==> config.mk <==
export PLATFORM = sky130hd
export DESIGN_NAME = cal_pulse_gen
export DESIGN_NICKNAME = d
export VERILOG_FILES = /design/src/rtl/cf_pkg.sv /design/src/rtl/cf_thresh_sel.sv /design/src/rtl/cf_energy_acc.sv /design/src/rtl/cf_pulse_shaper.sv /design/src/rtl/cal_pulse_gen.sv
export SDC_FILE = /design/constraint.sdc
export NUM_CORES = 1
export LEC_CHECK = 0
export CAP_MARGIN = 40
export CORE_MARGIN = 3
export CORE_UTILIZATION = 50
export CTS_CLUSTER_SIZE = 14
export DETAILED_ROUTE_END_ITERATION = 10
export PLACE_DENSITY_LB_ADDON = 0.2
export SETUP_SLACK_MARGIN = 0.4
export SLEW_MARGIN = 20
export SYNTH_ARGS = -nofsm -noshare
export SYNTH_HDL_FRONTEND = slang
export SYNTH_SLANG_ARGS = --single-unit
==> constraint.sdc <==
create_clock -name clk -period 7.6 [get_ports clk]
set_input_delay 0.76 -clock clk [delete_from_list [all_inputs] [get_ports clk]]
set_output_delay 0.76 -clock clk [all_outputs]
set_load 0.02 [all_outputs]
==> src/rtl/cf_pkg.sv <==
package cf_pkg;

  typedef enum logic [1:0] {
    MUL_8   = 2'd0,
    MUL_16  = 2'd1,
    MUL_160 = 2'd2
  } cf_mul_e;

  // Mode index is {scale select, sel1, sel0}
  function automatic cf_mul_e mode_to_mul(input logic [2:0] m);
    cf_mul_e r;
    unique case (m)
      3'd0, 3'd1:       r = MUL_160;
      3'd2, 3'd5, 3'd7: r = MUL_16;
      default:          r = MUL_8;
    endcase
    return r;
  endfunction

endpackage

==> src/rtl/cf_thresh_sel.sv <==
module cf_thresh_sel #(
  parameter int ACC_W       = 24,
  parameter int BASE_THRESH = 4000
) (
  input  logic [2:0]       mode,
  output logic [ACC_W-1:0] thr
);
  localparam int THR_8   = BASE_THRESH / 8;
  localparam int THR_16  = BASE_THRESH / 16;
  localparam int THR_160 = BASE_THRESH / 160;

  always_comb begin
    unique case (cf_pkg::mode_to_mul(mode))
      cf_pkg::MUL_160: thr = ACC_W'(THR_160);
      cf_pkg::MUL_16:  thr = ACC_W'(THR_16);
      default:         thr = ACC_W'(THR_8);
    endcase
  end
endmodule

==> src/rtl/cf_energy_acc.sv <==
module cf_energy_acc #(
  parameter int PW         = 16,
  parameter int ACC_W      = 24,
  parameter int NOLOAD_MIN = 2
) (
  input  logic                 clk,
  input  logic                 rst_n,
  input  logic                 smp_vld,
  input  logic                 restart,
  input  logic signed [PW-1:0] p_tot,
  input  logic [ACC_W-1:0]     thr,
  output logic                 fire
);
  localparam int SUM_W = ACC_W + 1;

  logic [ACC_W-1:0] acc_q, acc_nxt;
  logic [PW-1:0]    mag;
  logic             load_ok;
  logic [SUM_W-1:0] sum;
  logic [ACC_W-1:0] rem;

  always_comb begin
    mag     = p_tot[PW-1] ? $unsigned(-p_tot) : $unsigned(p_tot);
    load_ok = smp_vld && !restart && (mag >= PW'(NOLOAD_MIN));
    sum     = {1'b0, acc_q} + SUM_W'(mag);
    fire    = load_ok && (sum >= {1'b0, thr});
    rem     = ACC_W'(sum - {1'b0, thr});
    if (restart)      acc_nxt = '0;
    else if (fire)    acc_nxt = rem;
    else if (load_ok) acc_nxt = sum[ACC_W-1:0];
    else              acc_nxt = acc_q;
  end

  always_ff @(posedge clk or negedge rst_n) begin
    if (!rst_n) acc_q <= '0;
    else        acc_q <= acc_nxt;
  end
endmodule

==> src/rtl/cf_pulse_shaper.sv <==
module cf_pulse_shaper #(
  parameter int CF_WIDTH = 40
) (
  input  logic clk,
  input  logic rst_n,
  input  logic fire,
  input  logic restart,
  output logic cf
);
  localparam int GAP_MAX = 2 * CF_WIDTH;
  localparam int GAP_W   = $clog2(GAP_MAX + 1);
  localparam int WC_W    = $clog2(CF_WIDTH + 1);

  logic [GAP_W-1:0] gap_q, gap_nxt;
  logic [WC_W-1:0]  wcnt_q, wcnt_nxt, width;

  always_comb begin
    if (gap_q >= GAP_W'(GAP_MAX)) width = WC_W'(CF_WIDTH);
    else if (gap_q < GAP_W'(2))   width = WC_W'(1);
    else                          width = WC_W'(gap_q >> 1);

    if (fire || restart)               gap_nxt = GAP_W'(1);
    else if (gap_q < GAP_W'(GAP_MAX))  gap_nxt = gap_q + GAP_W'(1);
    else                               gap_nxt = gap_q;

    if (fire)              wcnt_nxt = width;
    else if (wcnt_q != '0) wcnt_nxt = wcnt_q - WC_W'(1);
    else                   wcnt_nxt = wcnt_q;
  end

  always_ff @(posedge clk or negedge rst_n) begin
    if (!rst_n) begin
      gap_q  <= GAP_W'(1);
      wcnt_q <= '0;
    end else begin
      gap_q  <= gap_nxt;
      wcnt_q <= wcnt_nxt;
    end
  end

  assign cf = (wcnt_q != '0);
endmodule

==> src/rtl/cal_pulse_gen.sv <==
module cal_pulse_gen #(
  parameter int PW          = 16,
  parameter int ACC_W       = 24,
  parameter int BASE_THRESH = 4000,
  parameter int CF_WIDTH    = 40,
  parameter int NOLOAD_MIN  = 2
) (
  input  logic                 clk,
  input  logic                 rst_n,
  input  logic                 smp_vld,
  input  logic [2:0]           mode_sel,
  input  logic signed [PW-1:0] pwr_a,
  input  logic signed [PW-1:0] pwr_b,
  input  logic signed [PW-1:0] pwr_c,
  input  logic signed [PW-1:0] pwr_tot,
  output logic                 cf_out,
  output logic                 rev_out
);
  logic [2:0]       mode_q;
  logic             restart;
  logic [ACC_W-1:0] thr;
  logic             fire;
  logic             neg_now;
  logic             rev_q, rev_nxt;

  assign restart = (mode_sel != mode_q);

  cf_thresh_sel #(.ACC_W(ACC_W), .BASE_THRESH(BASE_THRESH)) u_thr (
    .mode (mode_sel),
    .thr  (thr)
  );

  cf_energy_acc #(.PW(PW), .ACC_W(ACC_W), .NOLOAD_MIN(NOLOAD_MIN)) u_acc (
    .clk     (clk),
    .rst_n   (rst_n),
    .smp_vld (smp_vld),
    .restart (restart),
    .p_tot   (pwr_tot),
    .thr     (thr),
    .fire    (fire)
  );

  cf_pulse_shaper #(.CF_WIDTH(CF_WIDTH)) u_shp (
    .clk     (clk),
    .rst_n   (rst_n),
    .fire    (fire),
    .restart (restart),
    .cf      (cf_out)
  );

  always_comb begin
    neg_now = pwr_a[PW-1] | pwr_b[PW-1] | pwr_c[PW-1];
    rev_nxt = fire ? neg_now : rev_q;
  end

  always_ff @(posedge clk or negedge rst_n) begin
    if (!rst_n) begin
      mode_q <= '0;
      rev_q  <= 1'b0;
    end else begin
      mode_q <= mode_sel;
      rev_q  <= rev_nxt;
    end
  end

  assign rev_out = rev_q;
endmodule

After elaboration in Yosys (flattened, before gate mapping)
Cells that the tools add are included.

Bitwise logic cells: 2. Equality and inequality tests: 7. $lt $le $gt $ge: 5. Muxes and demuxes: 12. Add/sub/neg operators: 5. Reductions and logical operators: 12.

Operator list (count): 24-bit two-way mux (3); 24-bit by 16-bit adder with 25-bit output (1); 25-bit by 9-bit greater-or-equal comparator with 1-bit output (1); 6-bit two-way mux (4); 24-bit by 9-bit subtractor with 24-bit output (1); 9-bit case mux with 2 select lines (1); 16-bit by 2-bit greater-or-equal comparator with 1-bit output (second input constant) (1); 16-bit two-way mux (1); 16-bit negator (1); 7-bit two-way mux (2); 7-bit by 1-bit adder with 7-bit output (second input constant) (1); 7-bit greater-or-equal comparator (second input constant) (1); 7-bit by 2-bit less-than comparator with 1-bit output (second input constant) (1); 7-bit less-than comparator (second input constant) (1); 3-bit == test (second input constant) (2); 6-bit nonzero test (1); 6-bit by 1-bit subtractor with 6-bit output (second input constant) (1); 2-bit case mux with 2 select lines (1); 2-bit nonzero test (2); 3-bit by 1-bit == test with 1-bit output (second input constant) (1); 3-bit by 2-bit == test with 1-bit output (second input constant) (1); 1-bit logical AND (3); 3-bit logical NOT (1); 3-bit != test (1); 8 further kinds (9).

Bits in registers: 41. Bits of input ports: 70. Logic and storage cells: 48.

Depth between registers and ports, before layout
Depth after elaboration: 9. Gate-level depth with buffers: 22. Mapped depth without buffers: 21.

Hierarchy
From an unflattened synthesis, not the netlist that was laid out.

Cell total of the unflattened synthesis: 655. Area total of the unflattened synthesis: 5088.6 um2.

Modules (own cells, without submodules): cf_energy_acc (cells each 529, area an instance 3967.6 um2, times used 1, seq. area each 600.6 um2); cf_pulse_shaper (cells each 83, area an instance 743.2 um2, times used 1, seq. area each 326.6 um2); cf_thresh_sel (cells each 32, area an instance 232.7 um2, times used 1, seq. area each 0.0 um2); cal_pulse_gen (cells each 11, area an instance 145.1 um2, times used 1, seq. area each 100.1 um2).

Worst setup path before layout
No wires, ideal clock.

Path type: input -> register. From: in pwr_tot[0]. To: reg u_acc.acc_q[16]. Arrival time: 5142 ps. Path buffers: 1. Stages: 18. Path slack: 2391 ps. Cells stage by stage: or4_1 -> nand2b_1 -> or4_1 -> o31ai_1 -> xnor2_1 -> ha_1 -> clkbuf_1 -> a21oi_1 -> o21ai_0 -> a21o_1 -> a31o_1 -> xor2_1 -> a2111o_1 -> nor4b_4 -> a311oi_2 -> a21o_1 -> a311o_1 -> nand2_1.

Cells in the longest elaborated chain, start to end: 7. Elaborated cells between the ends (all ways): 12. Classes of those cells: add/sub: 3; order compare: 2; mux: 4; reduce/logical: 3.

Ends and longest elaborated chain: start, declared (RTL line cal_pulse_gen.sv:15) `input logic signed [PW-1:0] pwr_tot,`; 16-bit negator (RTL line cf_energy_acc.sv:23) `mag = p_tot[PW-1] ? $unsigned(-p_tot) : $unsigned(p_tot);`; 16-bit two-way mux * (RTL line cf_energy_acc.sv:23); 24-bit by 16-bit adder with 25-bit output / 16-bit by 2-bit greater-or-equal comparator with 1-bit output (equally long branches) (RTL line cf_energy_acc.sv:25, cf_energy_acc.sv:24); 25-bit by 9-bit greater-or-equal comparator with 1-bit output / 1-bit logical AND (equally long branches) (RTL line cf_energy_acc.sv:26, cf_energy_acc.sv:24); 1-bit logical AND (RTL line cf_energy_acc.sv:26) `fire = load_ok && (sum >= {1'b0, thr});`; 24-bit two-way mux (RTL line cf_energy_acc.sv:29) `else if (fire) acc_nxt = rem;`; 24-bit two-way mux (RTL line cf_energy_acc.sv:28) `if (restart) acc_nxt = '0;`; end signal, assigned (RTL line cf_energy_acc.sv:36) `else acc_q <= acc_nxt;`; end, declared (RTL line cf_energy_acc.sv:16) `logic [ACC_W-1:0] acc_q, acc_nxt;`.

Mark *: on every way between the ends. The rest lies on a longest branch, timed or not. The select of a mux whose other input is x is not followed. A chain may end at the register's enable or synchronous reset.

Worst setup path after layout
From: in pwr_tot[0]. To: reg u_shp.wcnt_q[5].

Cells in the longest elaborated chain, start to end: 6. Elaborated cells between the ends (all ways): 9. Classes of those cells: add/sub: 2; order compare: 2; mux: 2; reduce/logical: 3.

Ends and longest elaborated chain: 16-bit negator (RTL line cf_energy_acc.sv:23); 16-bit two-way mux * (RTL line cf_energy_acc.sv:23); 24-bit by 16-bit adder with 25-bit output / 16-bit by 2-bit greater-or-equal comparator with 1-bit output (equally long branches) (RTL line cf_energy_acc.sv:25, cf_energy_acc.sv:24); 25-bit by 9-bit greater-or-equal comparator with 1-bit output / 1-bit logical AND (equally long branches) (RTL line cf_energy_acc.sv:26, cf_energy_acc.sv:24); 1-bit logical AND * (RTL line cf_energy_acc.sv:26); 6-bit two-way mux / 2-bit nonzero test (equally long branches); end signal, assigned (RTL line cf_pulse_shaper.sv:37) `wcnt_q <= wcnt_nxt;`; end, declared (RTL line cf_pulse_shaper.sv:15) `logic [WC_W-1:0] wcnt_q, wcnt_nxt, width;`.

Mark *: on every way between the ends. The rest lies on a longest branch, timed or not.

==> impl_metrics.json <==
{
  "row_count": 32,
  "grt_setup_unrepaired": "false",
  "place_congestion": 0.878,
  "boundaryPins": 72,
  "cts_setup_buffers": 0,
  "antenna_cells": 0,
  "globalRouteTotalUtil_pct": 21.3,
  "die_width_um": 96.8,
  "max_fo_critical_path": 15,
  "cts-buffers-inserted": 5,
  "cts.sinks": 41,
  "drt_first_iter_violations": 190,
  "post-route-worst-setup-slack_ns": 1.32,
  "critPathKind": "in2reg",
  "cts_htree_levels": 2,
  "worst_slew_pin_slew_ns": 0.844,
  "ys_dominant_reg_cell": "sky130_fd_sc_hd__dfrtp_1",
  "die_height_um": 96.8,
  "drt_pre_antenna_iters": 5,
  "min_path_type": "in2async",
  "skew_ns": 0.0115,
  "port_buffers": 26,
  "most-common-layout-cells": "58 x sky130_fd_sc_hd__nand2_1, 45 x sky130_fd_sc_hd__nor2_1, 41 x sky130_fd_sc_hd__xnor2_1, 40 x sky130_fd_sc_hd__a21oi_1, 40 x sky130_fd_sc_hd__dfrtp_1",
  "cts_repair_resize_count": 0,
  "tritoncts": "built",
  "setup-violations-final": 0,
  "synth.avg_cell_area_um2": 8.03,
  "routed_wire_length_per_instance_um": 14.9,
  "finalPower_mw": 0.785,
  "max_cap_viol_count": 0,
  "drtAntennaViolNets": 0,
  "die_area_um2": 9370,
  "totalNegativeSetupSlack_ns": 0,
  "cts.hold.buffers_added": 0,
  "avgViaCountPerCell": 5.77,
  "layout_commonest_cell": "sky130_fd_sc_hd__nand2_1",
  "yosys_register_bits": 41,
  "leakage_nw": 2.05,
  "min_period_over_period_pct": 82.6,
  "setup.worst_path.end_class": "flop",
  "synth_async_reset_ratio_pct": 100,
  "worst_setup_hold_path_clk_slew_ns": 0.09,
  "syn-cell-area_um2": 4120,
  "maxClockFrequency_mhz": 159,
  "initial_core_util_pct": 52.5,
  "placement.setup.worst_slack_ns": 1.11,
  "first_global_vias": 3635,
  "synth_nets": 618,
  "netlist_top_cells_area": "sky130_fd_sc_hd__dfrtp_1 24%, sky130_fd_sc_hd__ha_1 10%, sky130_fd_sc_hd__xnor2_1 8.7%, sky130_fd_sc_hd__nand2_1 5.3%, sky130_fd_sc_hd__a21oi_1 4.9%",
  "worst-endpoint-arrival_ns": 6.46,
  "synth_warnings": 0,
  "antenna_found_initial": 0,
  "clk-insertion-delay-late_ns": 0.30,
  "synth_top_cell_area_share_pct": 24.3,
  "ctsRootBufferMaster": "sky130_fd_sc_hd__clkbuf_8",
  "timing.final.max_slew_violations": 0,
  "synthDominantAreaCellType": "sky130_fd_sc_hd__dfrtp_1",
  "p_per_area_nw_per_um2": 171,
  "fin_nets": 640,
  "cp.required_ns": 7.78,
  "synth_enable_flop_cells": 0,
  "dr_total_vias": 3679,
  "global_route.overflow_total": 0,
  "startpoint_type_of_the_worst_setup_path": "primary input",
  "postSynthCellCount": 513,
  "timing.max_slew.rel_slack_pct": 43.6,
  "synth.yosys.seq_area_share_pct": 24.9,
  "finalWirelength_um": 9520,
  "finalHoldViolCount": 0,
  "wire_length_of_the_first_global_routing_pass_um": 16800,
  "dp.final_hpwl_um": 7420,
  "ir_worst_vdd_mv": 0.132,
  "grt_max_degree": 40,
  "library_cells_used_by_synthesis": 60,
  "status": "finished, final reports clean",
  "post_route_cells_drive_above_1_share_pct": 5.60,
  "clock_path_buffers": 2,
  "final.min_clock_period_ns": 6.28,
  "flow.area_growth_from_synthesis_pct": 11.5,
  "floorplan.core_area_um2": 7850,
  "drc": 0,
  "fillerInstances": 721
}
[final timing paths]
kind / startpoint / end / slack [ns] / cells past startpoint
setup / recovery: pwr_tot[0] / u_shp.wcnt_q[5] / 1.32 / 18
hold / removal: rst_n / u_acc.acc_q[15] / 0.41 / 1
setup reg to reg: u_acc.acc_q[0] / u_shp.wcnt_q[5] / 3.11 / 14
hold reg to reg: rev_out / rev_out / 0.53 / 2
max in group asynchronous: rst_n / u_shp.gap_q[0] / 6.61 / 2
min in group clk: rev_out / rev_out / 0.53 / 2
[per-layer routing]
| layer | GRT usage [%] | wire length (µm) | part of all wire [%] | vias up |
|---|---|---|---|---|
| met5 | 0 | 0 | 0 | - |
| met4 | 4.86 | 141 | 1.5 | 0 |
| met3 | 3.10 | 269 | 2.8 | 16 |
| met2 | 35.6 | 4380 | 46 | 67 |
| met1 | 29.1 | 4730 | 50 | 1707 |
| li1 | - | - | - | 1889 |
[worst max-delay path, cell delays in order]
cell	delay (ns)
sky130_fd_sc_hd__clkdlybuf4s50_1	0.49
sky130_fd_sc_hd__or4_1	0.61
sky130_fd_sc_hd__nand2b_1	0.19
sky130_fd_sc_hd__or4_1	0.47
sky130_fd_sc_hd__o31ai_1	0.27
sky130_fd_sc_hd__xnor2_1	0.14
sky130_fd_sc_hd__ha_1	0.45
sky130_fd_sc_hd__nand2_1	0.13
sky130_fd_sc_hd__nor4_1	0.36
sky130_fd_sc_hd__o211ai_1	0.21
sky130_fd_sc_hd__nand2_1	0.26
sky130_fd_sc_hd__nand3_1	0.19
sky130_fd_sc_hd__xor2_1	0.20
sky130_fd_sc_hd__and4_1	0.23
sky130_fd_sc_hd__nand3_1	0.13
sky130_fd_sc_hd__buf_4	0.24
sky130_fd_sc_hd__nor2b_1	0.71
sky130_fd_sc_hd__mux2_2	0.41
[cell type report]
class                   count  area (µm²)  area share, %
repair buffers             30         305           6.65
clock buffers               7        96.3           2.10
flip-flops and latches     41        1030           22.4
well taps                 102         128           2.78
clock inverters             1        5.00          0.109
multi-input cells         429        2930           63.7
inverters                  28         105           2.29
[registers in the layout, indices dropped and copies added (netlist names)]
name          count
u_shp.wcnt_q      6
u_shp.gap_q       7
mode_q            3
u_acc.acc_q      24
rev_out           1
[synth_stat cells, types with 2 or more instances]
| cell type | n |
|---|---|
| sky130_fd_sc_hd__a211o_1 | 3 |
| sky130_fd_sc_hd__a211oi_1 | 9 |
| sky130_fd_sc_hd__a21boi_0 | 3 |
| sky130_fd_sc_hd__a21boi_1 | 2 |
| sky130_fd_sc_hd__a21o_1 | 11 |
| sky130_fd_sc_hd__a21oi_1 | 40 |
| sky130_fd_sc_hd__a311o_1 | 2 |
| sky130_fd_sc_hd__a311oi_1 | 2 |
| sky130_fd_sc_hd__a31oi_1 | 6 |
| sky130_fd_sc_hd__and2_1 | 3 |
| sky130_fd_sc_hd__and3_1 | 9 |
| sky130_fd_sc_hd__and4_1 | 3 |
| sky130_fd_sc_hd__buf_2 | 4 |
| sky130_fd_sc_hd__clkbuf_1 | 10 |
| sky130_fd_sc_hd__dfrtp_1 | 40 |
| sky130_fd_sc_hd__fa_1 | 2 |
| sky130_fd_sc_hd__ha_1 | 33 |
| sky130_fd_sc_hd__inv_1 | 28 |
| sky130_fd_sc_hd__mux2_2 | 2 |
| sky130_fd_sc_hd__mux2i_1 | 8 |
| sky130_fd_sc_hd__nand2_1 | 58 |
| sky130_fd_sc_hd__nand2b_1 | 8 |
| sky130_fd_sc_hd__nand3_1 | 15 |
| sky130_fd_sc_hd__nand4_1 | 7 |
| sky130_fd_sc_hd__nor2_1 | 45 |
| sky130_fd_sc_hd__nor2b_1 | 5 |
| sky130_fd_sc_hd__nor3_1 | 7 |
| sky130_fd_sc_hd__nor4_1 | 5 |
| sky130_fd_sc_hd__o211ai_1 | 5 |
| sky130_fd_sc_hd__o21a_1 | 4 |
| sky130_fd_sc_hd__o21ai_0 | 25 |
| sky130_fd_sc_hd__o21ai_1 | 7 |
| sky130_fd_sc_hd__o31a_1 | 2 |
| sky130_fd_sc_hd__o31ai_1 | 6 |
| sky130_fd_sc_hd__o41ai_1 | 2 |
| sky130_fd_sc_hd__or2_2 | 4 |
| sky130_fd_sc_hd__or3_1 | 5 |
| sky130_fd_sc_hd__or4_1 | 5 |
| sky130_fd_sc_hd__xnor2_1 | 41 |
| sky130_fd_sc_hd__xor2_1 | 17 |
[power breakdown]
group / switching, mW / total (mW) / internal [mW]
Clock: 0.0803 / 0.163 / 0.0822
Combinational: 0.204 / 0.363 / 0.159
Sequential: 0.0175 / 0.259 / 0.242
Total: 0.301 / 0.785 / 0.483
[cell families after synthesis]
group                    count (synthesis)  synth area share, %
flip-flops                              41                 24.9
buffers and inverters                   43                 4.22
adder cells (fa/ha/maj)                 35                 11.0
AND/OR/NAND/NOR                        183                 21.9
AO/OA/AOI/OAI                          143                 23.2
multiplexers                            10                 2.49
XOR/XNOR                                58                 12.3
[metrics by stage]
step	hold WS [ns]	area, µm²	util [%]	instances
after detailed placement	0.518	4490	57.2	630
after CTS	0.424	4590	58.5	638
final	0.410	4590	58.5	638
after global placement	0.511	4460	56.9	629
after floorplan	0.464	4120	-	513
after global routing	0.437	4590	58.5	638
Note: power is estimated with default switching activity, not from simulation.
